<file path="config.mk">
export PLATFORM = sky130hd
export DESIGN_NAME = csr_window_bridge
export DESIGN_NICKNAME = d
export VERILOG_FILES = /design/src/rtl/csr_window_bridge.sv
export SDC_FILE = /design/constraint.sdc
export NUM_CORES = 1
export LEC_CHECK = 0
export BUFFER_PORTS_ARGS = -buffer_cell sky130_fd_sc_hd__buf_2
export CAP_MARGIN = 20
export CORE_MARGIN = 4
export CORE_UTILIZATION = 50
export CTS_CLUSTER_DIAMETER = 200
export DETAILED_ROUTE_END_ITERATION = 8
export PLACE_DENSITY = 0.87
export SLEW_MARGIN = 20
export SYNTH_ARGS = -nofsm -noshare
export SYNTH_HDL_FRONTEND = slang
export SYNTH_SLANG_ARGS = --single-unit
</file>
<file path="constraint.sdc">
create_clock -name clk -period 6.1 [get_ports clk]
set_input_delay 0.305 -clock clk [delete_from_list [all_inputs] [get_ports clk]]
set_output_delay 0.305 -clock clk [all_outputs]
set_load 0.005 [all_outputs]
</file>
<file path="src/rtl/csr_window_bridge.sv">
module csr_window_bridge #(
  parameter int WIN_W = 6,
  parameter int DIR_BASE = 32,
  parameter int DIR_N = 16,
  parameter logic [15:0] MAP_BASE = 16'h1000
) (
  input  logic              clk,
  input  logic              rst,
  input  logic              host_we,
  input  logic [WIN_W-1:0]  host_off,
  input  logic [31:0]       host_wdata,
  output logic [31:0]       cmd_q,
  output logic [31:0]       data_q,
  output logic              err_q,
  output logic              bus_req,
  output logic [15:0]       bus_addr,
  output logic [3:0]        bus_be,
  output logic              bus_rnw,
  output logic [31:0]       bus_wdata,
  input  logic [31:0]       bus_rdata,
  input  logic              bus_ack
);
  localparam logic [WIN_W-1:0] OFF_CMD  = '0;
  localparam logic [WIN_W-1:0] OFF_DATA = WIN_W'(1);
  localparam logic [WIN_W-1:0] DIR_LO   = WIN_W'(DIR_BASE);
  localparam logic [WIN_W-1:0] DIR_HI   = WIN_W'(DIR_BASE + DIR_N - 1);

  logic        busy, rnw, inc, dec;
  logic [3:0]  be;
  logic [15:0] addr;
  logic [31:0] data;

  wire win_cmd  = host_we && host_off == OFF_CMD;
  wire win_data = host_we && host_off == OFF_DATA;
  wire dir_hit  = host_we && host_off >= DIR_LO && host_off <= DIR_HI;
  wire [WIN_W-1:0] dir_off = host_off - DIR_LO;
  wire dir_mapped = dir_hit && dir_off[1:0] != 2'b11;
  wire [15:0] map_addr = MAP_BASE + (16'(dir_off[WIN_W-1:2]) << 8) + 16'(dir_off[1:0]);

  wire start_cmd  = host_wdata[31] && !host_wdata[29] && !host_wdata[28];
  wire start_data = (inc || dec) && !rnw;
  wire touch      = win_cmd || win_data || dir_mapped;

  always_ff @(posedge clk) begin
    if (rst) begin
      busy <= 1'b0; rnw <= 1'b0; inc <= 1'b0; dec <= 1'b0;
      be <= '0; addr <= '0; data <= '0; err_q <= 1'b0;
    end else if (busy) begin
      if (touch) err_q <= 1'b1;
      if (bus_ack) begin
        busy <= 1'b0;
        if (rnw) data <= bus_rdata;
        if (inc && !dec) addr <= addr + 16'd1;
        else if (dec && !inc) addr <= addr - 16'd1;
      end
    end else begin
      if (win_cmd) begin
        rnw  <= host_wdata[30];
        inc  <= host_wdata[29];
        dec  <= host_wdata[28];
        be   <= host_wdata[19:16];
        addr <= host_wdata[15:0];
        busy <= start_cmd;
      end
      if (win_data) begin
        data <= host_wdata;
        busy <= start_data;
      end
      if (dir_mapped) begin
        data <= host_wdata;
        addr <= map_addr;
        be   <= 4'hF;
        rnw  <= 1'b0;
        inc  <= 1'b0;
        dec  <= 1'b0;
        busy <= 1'b1;
      end
    end
  end

  assign cmd_q     = {busy, rnw, inc, dec, 8'h00, be, addr};
  assign data_q    = data;
  assign bus_req   = busy;
  assign bus_addr  = addr;
  assign bus_be    = be;
  assign bus_rnw   = rnw;
  assign bus_wdata = data;

  p_hold_r3: assert property (@(posedge clk) disable iff (rst)
    bus_req && !bus_ack |=> bus_req && $stable(bus_addr) && $stable(bus_be)
                            && $stable(bus_wdata) && $stable(bus_rnw));
  p_release_r3: assert property (@(posedge clk) disable iff (rst)
    bus_req && bus_ack |=> !bus_req && !cmd_q[31]);
  p_read_load_r4: assert property (@(posedge clk) disable iff (rst)
    bus_req && bus_ack && bus_rnw |=> data_q == $past(bus_rdata));
  p_inc_step_r5: assert property (@(posedge clk) disable iff (rst)
    bus_req && bus_ack && cmd_q[29] && !cmd_q[28] |=> bus_addr == $past(bus_addr) + 16'd1);
  p_dec_step_r6: assert property (@(posedge clk) disable iff (rst)
    bus_req && bus_ack && cmd_q[28] && !cmd_q[29] |=> bus_addr == $past(bus_addr) - 16'd1);
  p_both_hold_r7: assert property (@(posedge clk) disable iff (rst)
    bus_req && bus_ack && cmd_q[28] && cmd_q[29] |=> $stable(bus_addr));
  p_unmapped_r9: assert property (@(posedge clk) disable iff (rst)
    !bus_req && dir_hit && !dir_mapped |=> !bus_req && $stable(cmd_q) && $stable(data_q));
  p_err_sticky_r10: assert property (@(posedge clk) disable iff (rst)
    err_q |=> err_q);
  p_busy_refuse_r10: assert property (@(posedge clk) disable iff (rst)
    bus_req && !bus_ack && host_we |=> err_q || $stable(data_q));
endmodule

</file>
==> reports/results.txt, run 1 <==
The flow ran to the end, and the final reports show no timing, DRC or antenna violations. The worst hold path begins at host_wdata[30]. The cell type with the largest total area after synthesis is dfxtp_1. The number of diodes added for antenna fixing is 0. After the last flow step, the layout net total stands at 662.

The sequential standard cell area is 1142 sq um. Leaving out filler cells and counting taps, the final layout contains 675. The tools report the endpoint required time on the critical path as 6.35 ns. For this run the aggregate overflow at the end of global routing stands at 0. The worst setup skew after layout is 0.01045 ns, and the max-slew violation count is 0. Number of buffers inserted by port buffering: 184. The largest single stage delay on the critical path is 0.72 ns. In this design, the critical path's most frequently occurring cell is nand2b_1. The via count of the first global-routing pass came out at 3387. The share of synthesized area occupied by flip-flops and latches came out at 30.34%.

The analysis attributes to cell leakage a power of 0.002131 uW. Setup repair after global routing left no endpoint under its margin. The worst path uses 51.59% of the clock period. Die outline width: 94.73 um. TritonCTS built the clock tree. Relative to the synthesized area, the layout overhead comes to 18.56%.

After clock tree synthesis, the clock-pin slew on the worst setup and hold paths is 0.07 ns. The post-detailed-placement half-perimeter wirelength is 8.341 mm, and the clock latency on the worst-skew pair is 0.33 ns. For the number of placed instances with taps included, the log shows 658. The power after layout came out at 926.2 uW.

Primary flip-flop cell chosen by synthesis mapping: dfxtp_1. Ranked by total cell area, the synthesized netlist is headed by dfxtp_1, buf_4, a211oi_1, nor2_1, mux2i_1. The areal power density over the cells is 207.7 nW/um^2, and the setup slack after layout is 2.953 ns.

The critical path class is reg2reg. The number of warnings reported in the yosys synthesis log is 0. The worst register-to-register path begins at dec.

Global placement routability congestion: 0.9201. The die covers 8974 sq um. The min-delay analysis places its worst path in the category in2reg. The tools report the critical path endpoint category as a flop. The top cell types in the final layout, fill and taps aside, are buf_2, nor2_1, dfxtp_1. Counting instances, the worst hold path has a depth of 3. The first routing iteration left 220 violations. Measured in cells, the most critical reg-to-reg path has a length of 10.

The total area inside the core boundary comes to 7292 sq um. The number of rows in the core area is 31, and the I/O pin count is 193. The worst slack at placement is 2.958 ns, and the relative slew slack is 40.78%.

The number of setup buffers added after CTS is 0. The ratio of cells with drive above 1 in the final layout was 36.81%; the number of distinct library cells after synthesis was 52. Counting flops with an async set or reset pin after synthesis yields a share of 0%. The number of iterations in the first detailed-routing pass is 4. The run gives 0 as the final routed DRC violation total. The tools report the capture instance of the worst register-to-register path as bus_addr[14]. The die outline height came out at 94.73 um. The kind of start point of the critical path was a flop. Summing over every cut layer, the via total after detailed routing is 3660. The worst path needs 3.147 ns of the cycle, external delays included. The first global-routing pass estimated 15.99 mm of wire. The cell sitting at the root of the clock tree is a clkbuf_8. The peak supply drop came out at 0.1098 mV.

The run gives 0 as the quantity of hold-fixing buffers added after cts. In this run the worst setup path begins at dec. The pin count of the biggest net entering global routing was 62; the maximum fanout encountered on the critical timing path was 18.

The worst-path cell with the longest stage delay was nand2b_1. The cell area that synthesis handed to floorplanning was 3761 sq um. For the maximum clock path buffer count, the log shows 2.

CTS saw 57 sinks. The H-tree was split into 3 levels. The library cell used most frequently in the layout, excluding fill and tap cells, is buf_2. The run gives 9 as the number of buffers created by CTS. Across the run, the number of max-cap violations was 0. The endpoint of the worst hold-timing path is bus_rnw. The synthesized design contains 57 register bits. Counting the fill cells in the layout gives 662. At the pin with the least slew margin, the transition time is 0.8882 ns.

Summed over all layers, the routed wires come to 10.88 mm. Of the post-synthesis cell area, the dominant cell type holds 30.34%. The finished cells cover 4459 sq um. Global routing used 22.66% of the available tracks. The post-cts sizing count was 0; the post-route setup TNS was 0 ns. Using the TritonRoute via totals, the vias-per-cell ratio works out to 5.422.

Once placement finished, the instance area stood at 4264 sq um. Derived from the worst setup path, the maximum achievable clock frequency is 0.3178 GHz. Once the floorplan was initialized, standard cells occupied 51.58% of the core.

Counting flops with a built-in enable in the synthesized netlist gives 0. Dividing the detail-routed wire length by the instance count gives 16.12 um. The worst reg-to-reg setup slack was 2.95 ns; the cell count after synthesis was 454. Averaged over all synthesized cells, the footprint is 8.284 sq um.

Traced cell by cell, the critical path runs through nand2b_1 > inv_1 > fa_1 > nand2b_1 > a21oi_2 > o2111ai_1 > a21o_1 > and3_1 > or3_1 > a31oi_1. The count of nets left with antenna violations after detail routing is 0, and the hold violation total from the final report is 0. The initial antenna violation count is 0, and the worst endpoint data arrival time is 3.40 ns. The tools report the total setup violations reported at the end of the flow as 0. The area of the multi-input gates was 2034 sq um.
registers in the layout (all words and copies together), names as in the netlist:
| signal | cells |
|---|---|
| bus_addr | 16 |
| bus_be | 4 |
| bus_req | 1 |
| bus_rnw | 1 |
| bus_wdata | 32 |
| dec | 1 |
| err_q | 1 |
| inc | 1 |
worst max-delay path, delay by kind of cell (launching register included):
family | cells | cell delay [ns]
simple gates | 4 | 1.38
compound gates | 4 | 0.73
fa+ha+maj | 1 | 0.42
flops | 1 | 0.39
buf+inv | 1 | 0.14
per-layer routing:
metal | part of all wire (%) | wire length [um] | global-route usage (%)
met1 | 38 | 4155 | 25.63
met2 | 51 | 5598 | 41.63
met3 | 8.7 | 944 | 5.498
met4 | 1.7 | 183 | 6.971
met5 | 0 | 0 | 0
Yosys cell counts, types with 3 or more instances:
cell type,number
nor2_1,67
mux2i_1,25
clkbuf_1,12
xnor2_1,8
nor3_1,17
ha_1,16
a22oi_1,3
buf_2,11
buf_4,64
a21oi_1,26
dfxtp_1,57
inv_1,8
a21o_1,7
a211oi_1,35
and3_1,3
nand2b_1,5
xor2_1,3
a221oi_1,8
nand3_1,8
o21ai_0,6
nor2b_1,8
nand2_1,15
o21a_1,4
cells by family after synthesis:
| group | count (synthesis) | synth area share, % |
|---|---|---|
| simple gates | 138 | 17.40 |
| compound gates | 109 | 20.76 |
| buf+inv | 96 | 16.33 |
| flops | 57 | 30.34 |
| mux | 25 | 6.653 |
| fa+ha+maj | 17 | 5.855 |
| xor+xnor | 11 | 2.562 |
| other cells | 1 | 0.09970 |
area by class of cell:
cell class | instances | area share, %
multi-input combinational | 308 | 45.62
timing repair buffer | 187 | 21.44
inverter | 8 | 0.6734
sequential | 57 | 25.62
clock buffer | 11 | 3.171
tap | 99 | 2.778
clock inverter | 5 | 0.7015
through the flow:
step / hold slack, ns / utilization, %
2_1_floorplan: 0.4533 / -
3_3_place_gp: 0.4509 / 58.48
3_5_place_dp: 0.4559 / 58.48
4_1_cts: 0.2337 / 60.84
5_1_grt: 0.2486 / 61.15
6_report: 0.2510 / 61.15
worst max path at each step:
| stage | depth (start not counted) | endpoint |
|---|---|---|
| finish | 10 | bus_addr[14] |
| floorplan | 10 | bus_addr[14] |
| CTS | 9 | bus_addr[15] |
| detailed placement | 9 | bus_addr[15] |
| global placement | 9 | bus_addr[15] |
| global route | 10 | bus_addr[12] |
report_power, final:
group          internal, uW  switching (uW)  total (uW)
Sequential              390            16.1         406
Combinational          99.8             109         209
Clock                   157             154         311
No activity file was read; power rests on OpenSTA's default activity.
==> inputs of run 2 (changes only) <==
--- a/config.mk
+++ b/config.mk
@@ -8,10 +8,10 @@
 export BUFFER_PORTS_ARGS = -buffer_cell sky130_fd_sc_hd__buf_2
 export CAP_MARGIN = 20
 export CORE_MARGIN = 4
-export CORE_UTILIZATION = 50
+export CORE_UTILIZATION = 42
 export CTS_CLUSTER_DIAMETER = 200
 export DETAILED_ROUTE_END_ITERATION = 8
-export PLACE_DENSITY = 0.87
+export PLACE_DENSITY = 0.78
 export SLEW_MARGIN = 20
 export SYNTH_ARGS = -nofsm -noshare
 export SYNTH_HDL_FRONTEND = slang
==> constraint.sdc (replaced) <==
create_clock -name clk -period 2.6 [get_ports clk]
set_input_delay 0.13 -clock clk [delete_from_list [all_inputs] [get_ports clk]]
set_output_delay 0.13 -clock clk [all_outputs]
set_load 0.005 [all_outputs]
==> run 2 against run 1 <==
Final area rose by 4.1%. Largest cell class unchanged. Sequential power rose by 130%. Highest routed layer unchanged. Die area up 17%. Hold slack got worse by 0.18 ns. Cell count is 3.1% higher. Combinational power increased by 140%. Sequential share of layout area fell by 0.93 points.
==> reports/results.txt, run 2 (synthesized netlist as in run 1, its figures left out) <==
The run finished with clean final reports. After detailed routing, the number of remaining DRC violations is 0. The logs give 0.2473 mV for the peak supply drop and 130 for the violation count after the first detailed-routing iteration.

TritonCTS created 9 clock buffers. For this design the top-level I/O count stands at 193. For the floorplan die area, the log shows 10530 sq um.

In the layout the commonest cells are buf_2, nor2_1, dfxtp_1. The critical path is of the reg2reg type. The count of nets left with antenna violations after detail routing was 0; the via count of the first global-routing pass was 3295. The routed layout has 3662 vias. The number of antenna diodes in the final layout is 0. Setup violations remaining at the end of the flow were counted as 0. The wire length of the first global-routing pass was 15.93 mm; the signed area change from the synthesized netlist to the final layout was 23.45%. The run gives 2.86 ns as the endpoint required time on the critical path. Number of buffers inserted by port buffering: 184. Of the cells placed in the final design, the portion with a size suffix greater than 1 is 38.61%.

The number of max-cap violations was 0. Kind of start point of the critical path: a flop. For this block, the routed nets add up to 10.59 mm of wire.

The relative slew slack is 50.82%. STA classifies the critical path endpoint as a flop. Timing would allow up to 0.4075 GHz. After clock tree synthesis, the clock-pin slew on the worst setup and hold paths is 0.07 ns. After filler insertion, the fill cell instance count of the layout stands at 815. Leaving out fill and tap cells, the most frequent cell in the layout is buf_2. For the worst setup skew after layout, the log shows 0.008470 ns. TritonCTS built the clock tree. Hold violation total from the final report: 0. Detailed placement ended at an HPWL of 8.227 mm. The tools report the root cell of the clock tree as clkbuf_8. The setup slack after layout was 0.1459 ns. The logs give 2.71 ns for the worst endpoint data arrival time and 0.8837 for the global placement routability congestion.

Timing analysis after detailed placement gives a worst setup slack of 0.09533 ns. Global routing used 19.11% of the available tracks across all layers. The analysis attributes to cell leakage a power of 0.002231 uW. The placement-stage cell area was 4380 sq um; the number of rows in the core area was 34.

CTS saw 57 sinks. The total overflow left after global routing is 0. The via count normalized by instance count is 5.261.

Initial antenna violation count: 0. Type of the most critical hold path: in2reg. The completed layout was analyzed and its total power is 2383 uW.

The pin count of the biggest net entering global routing was 65; the summed area of non-filler cells in the final layout was 4643 sq um. In this run the standard cell core region covers 8721 sq um. The die is 102.6 um wide. The slew of the pin with the lowest slew margin was 0.7377 ns. The minimum period implied by the final worst setup slack was 2.454 ns.

The areal power density over the cells was 513.3 nW/um^2; the die outline height was 102.6 um. In the final routed layout, each cell accounts on average for 15.21 um. For this configuration, the core starts out at a cell density of 43.13%. After layout, the worst path uses 94.39% of the clock period. The max-slew violation count was 0; the worst-case hold slack was 0.07299 ns.

The net count of the finished layout is 674. The tools report the number of H-tree levels as 3. For this run, the detailed router's first-pass iteration total came to 4.

Clock latency on the worst-skew pair, taken at its later pin, is 0.33 ns. The register with the most flip-flops in the layout has 32 of them. Counting along the longest clock path gives a buffer depth of 2. In this run the worst path has a maximum fanout of 6.
==> run 2: cell count changes in the layout (fill, tap and decap cells not counted), sizes merged <==
cell	change
buf	+12
bufinv	+2
clkinv	-1
clkinvlp	-1
==> run 2: worst max-delay path, stage by stage (launching register included) <==
cell       delay (ns)
dfxtp_1          0.35
nand2b_4         0.18
inv_1            0.07
fa_1             0.41
nand2b_4         0.17
a21oi_2          0.21
o2111ai_2        0.18
a21o_1           0.22
and3_1           0.15
or3_1            0.30
a31oi_1          0.15
==> run 2: where the power goes <==
part           internal [uW]  leakage [uW]  switching, uW
sequential               914      0.000466           34.7
combinational            247       0.00165            258
clock                    565      0.000113            366
==> run 2: final cells by class <==
class                           instances  area, sq um  share of cell area, %
Multi-Input combinational cell        308         2053                  44.22
Clock buffer                           11        141.4                  3.045
Timing Repair Buffer                  199         1059                  22.80
Tap cell                              108        135.1                  2.910
Inverter                                8        30.03                 0.6467
Clock inverter                          5        78.83                  1.698
Sequential cell                        57         1146                  24.68
==> run 2: what timing repair did <==
item                                    4_1_cts  5_1_grt
endpoints found under the setup margin        0        5
hold buffers                                  0        0
setup buffers                                 0        3
gates resized for setup                       0        5
==> run 2: path summary, 6_finish.rpt <==
path	from	end	slack, ns	cells past startpoint
min reg2reg	err_q	err_q	0.47	2
min	host_wdata[30]	bus_rnw	0.07	3
max reg2reg	dec	bus_addr[14]	0.15	10
max	dec	bus_addr[14]	0.15	10
==> run 2: layer usage <==
| metal | vias to the layer above | global-route usage, % | routed length (um) |
|---|---|---|---|
| met2 | 157 | 31.98 | 5070 |
| met4 | 0 | 5.550 | 137 |
| met5 | - | 0 | 0 |
| li1 | 1807 | - | - |
| met3 | 13 | 5.007 | 942 |
| met1 | 1685 | 24.20 | 4438 |
==> run 2: per-stage QoR <==
step           utilization [%]  instances  setup TNS, ns
2_1_floorplan                -        461              0
3_3_place_gp             50.23        677              0
3_5_place_dp             50.23        677              0
4_1_cts                  52.75        693              0
5_1_grt                  53.24        696       -0.04397
6_report                 53.24        696              0
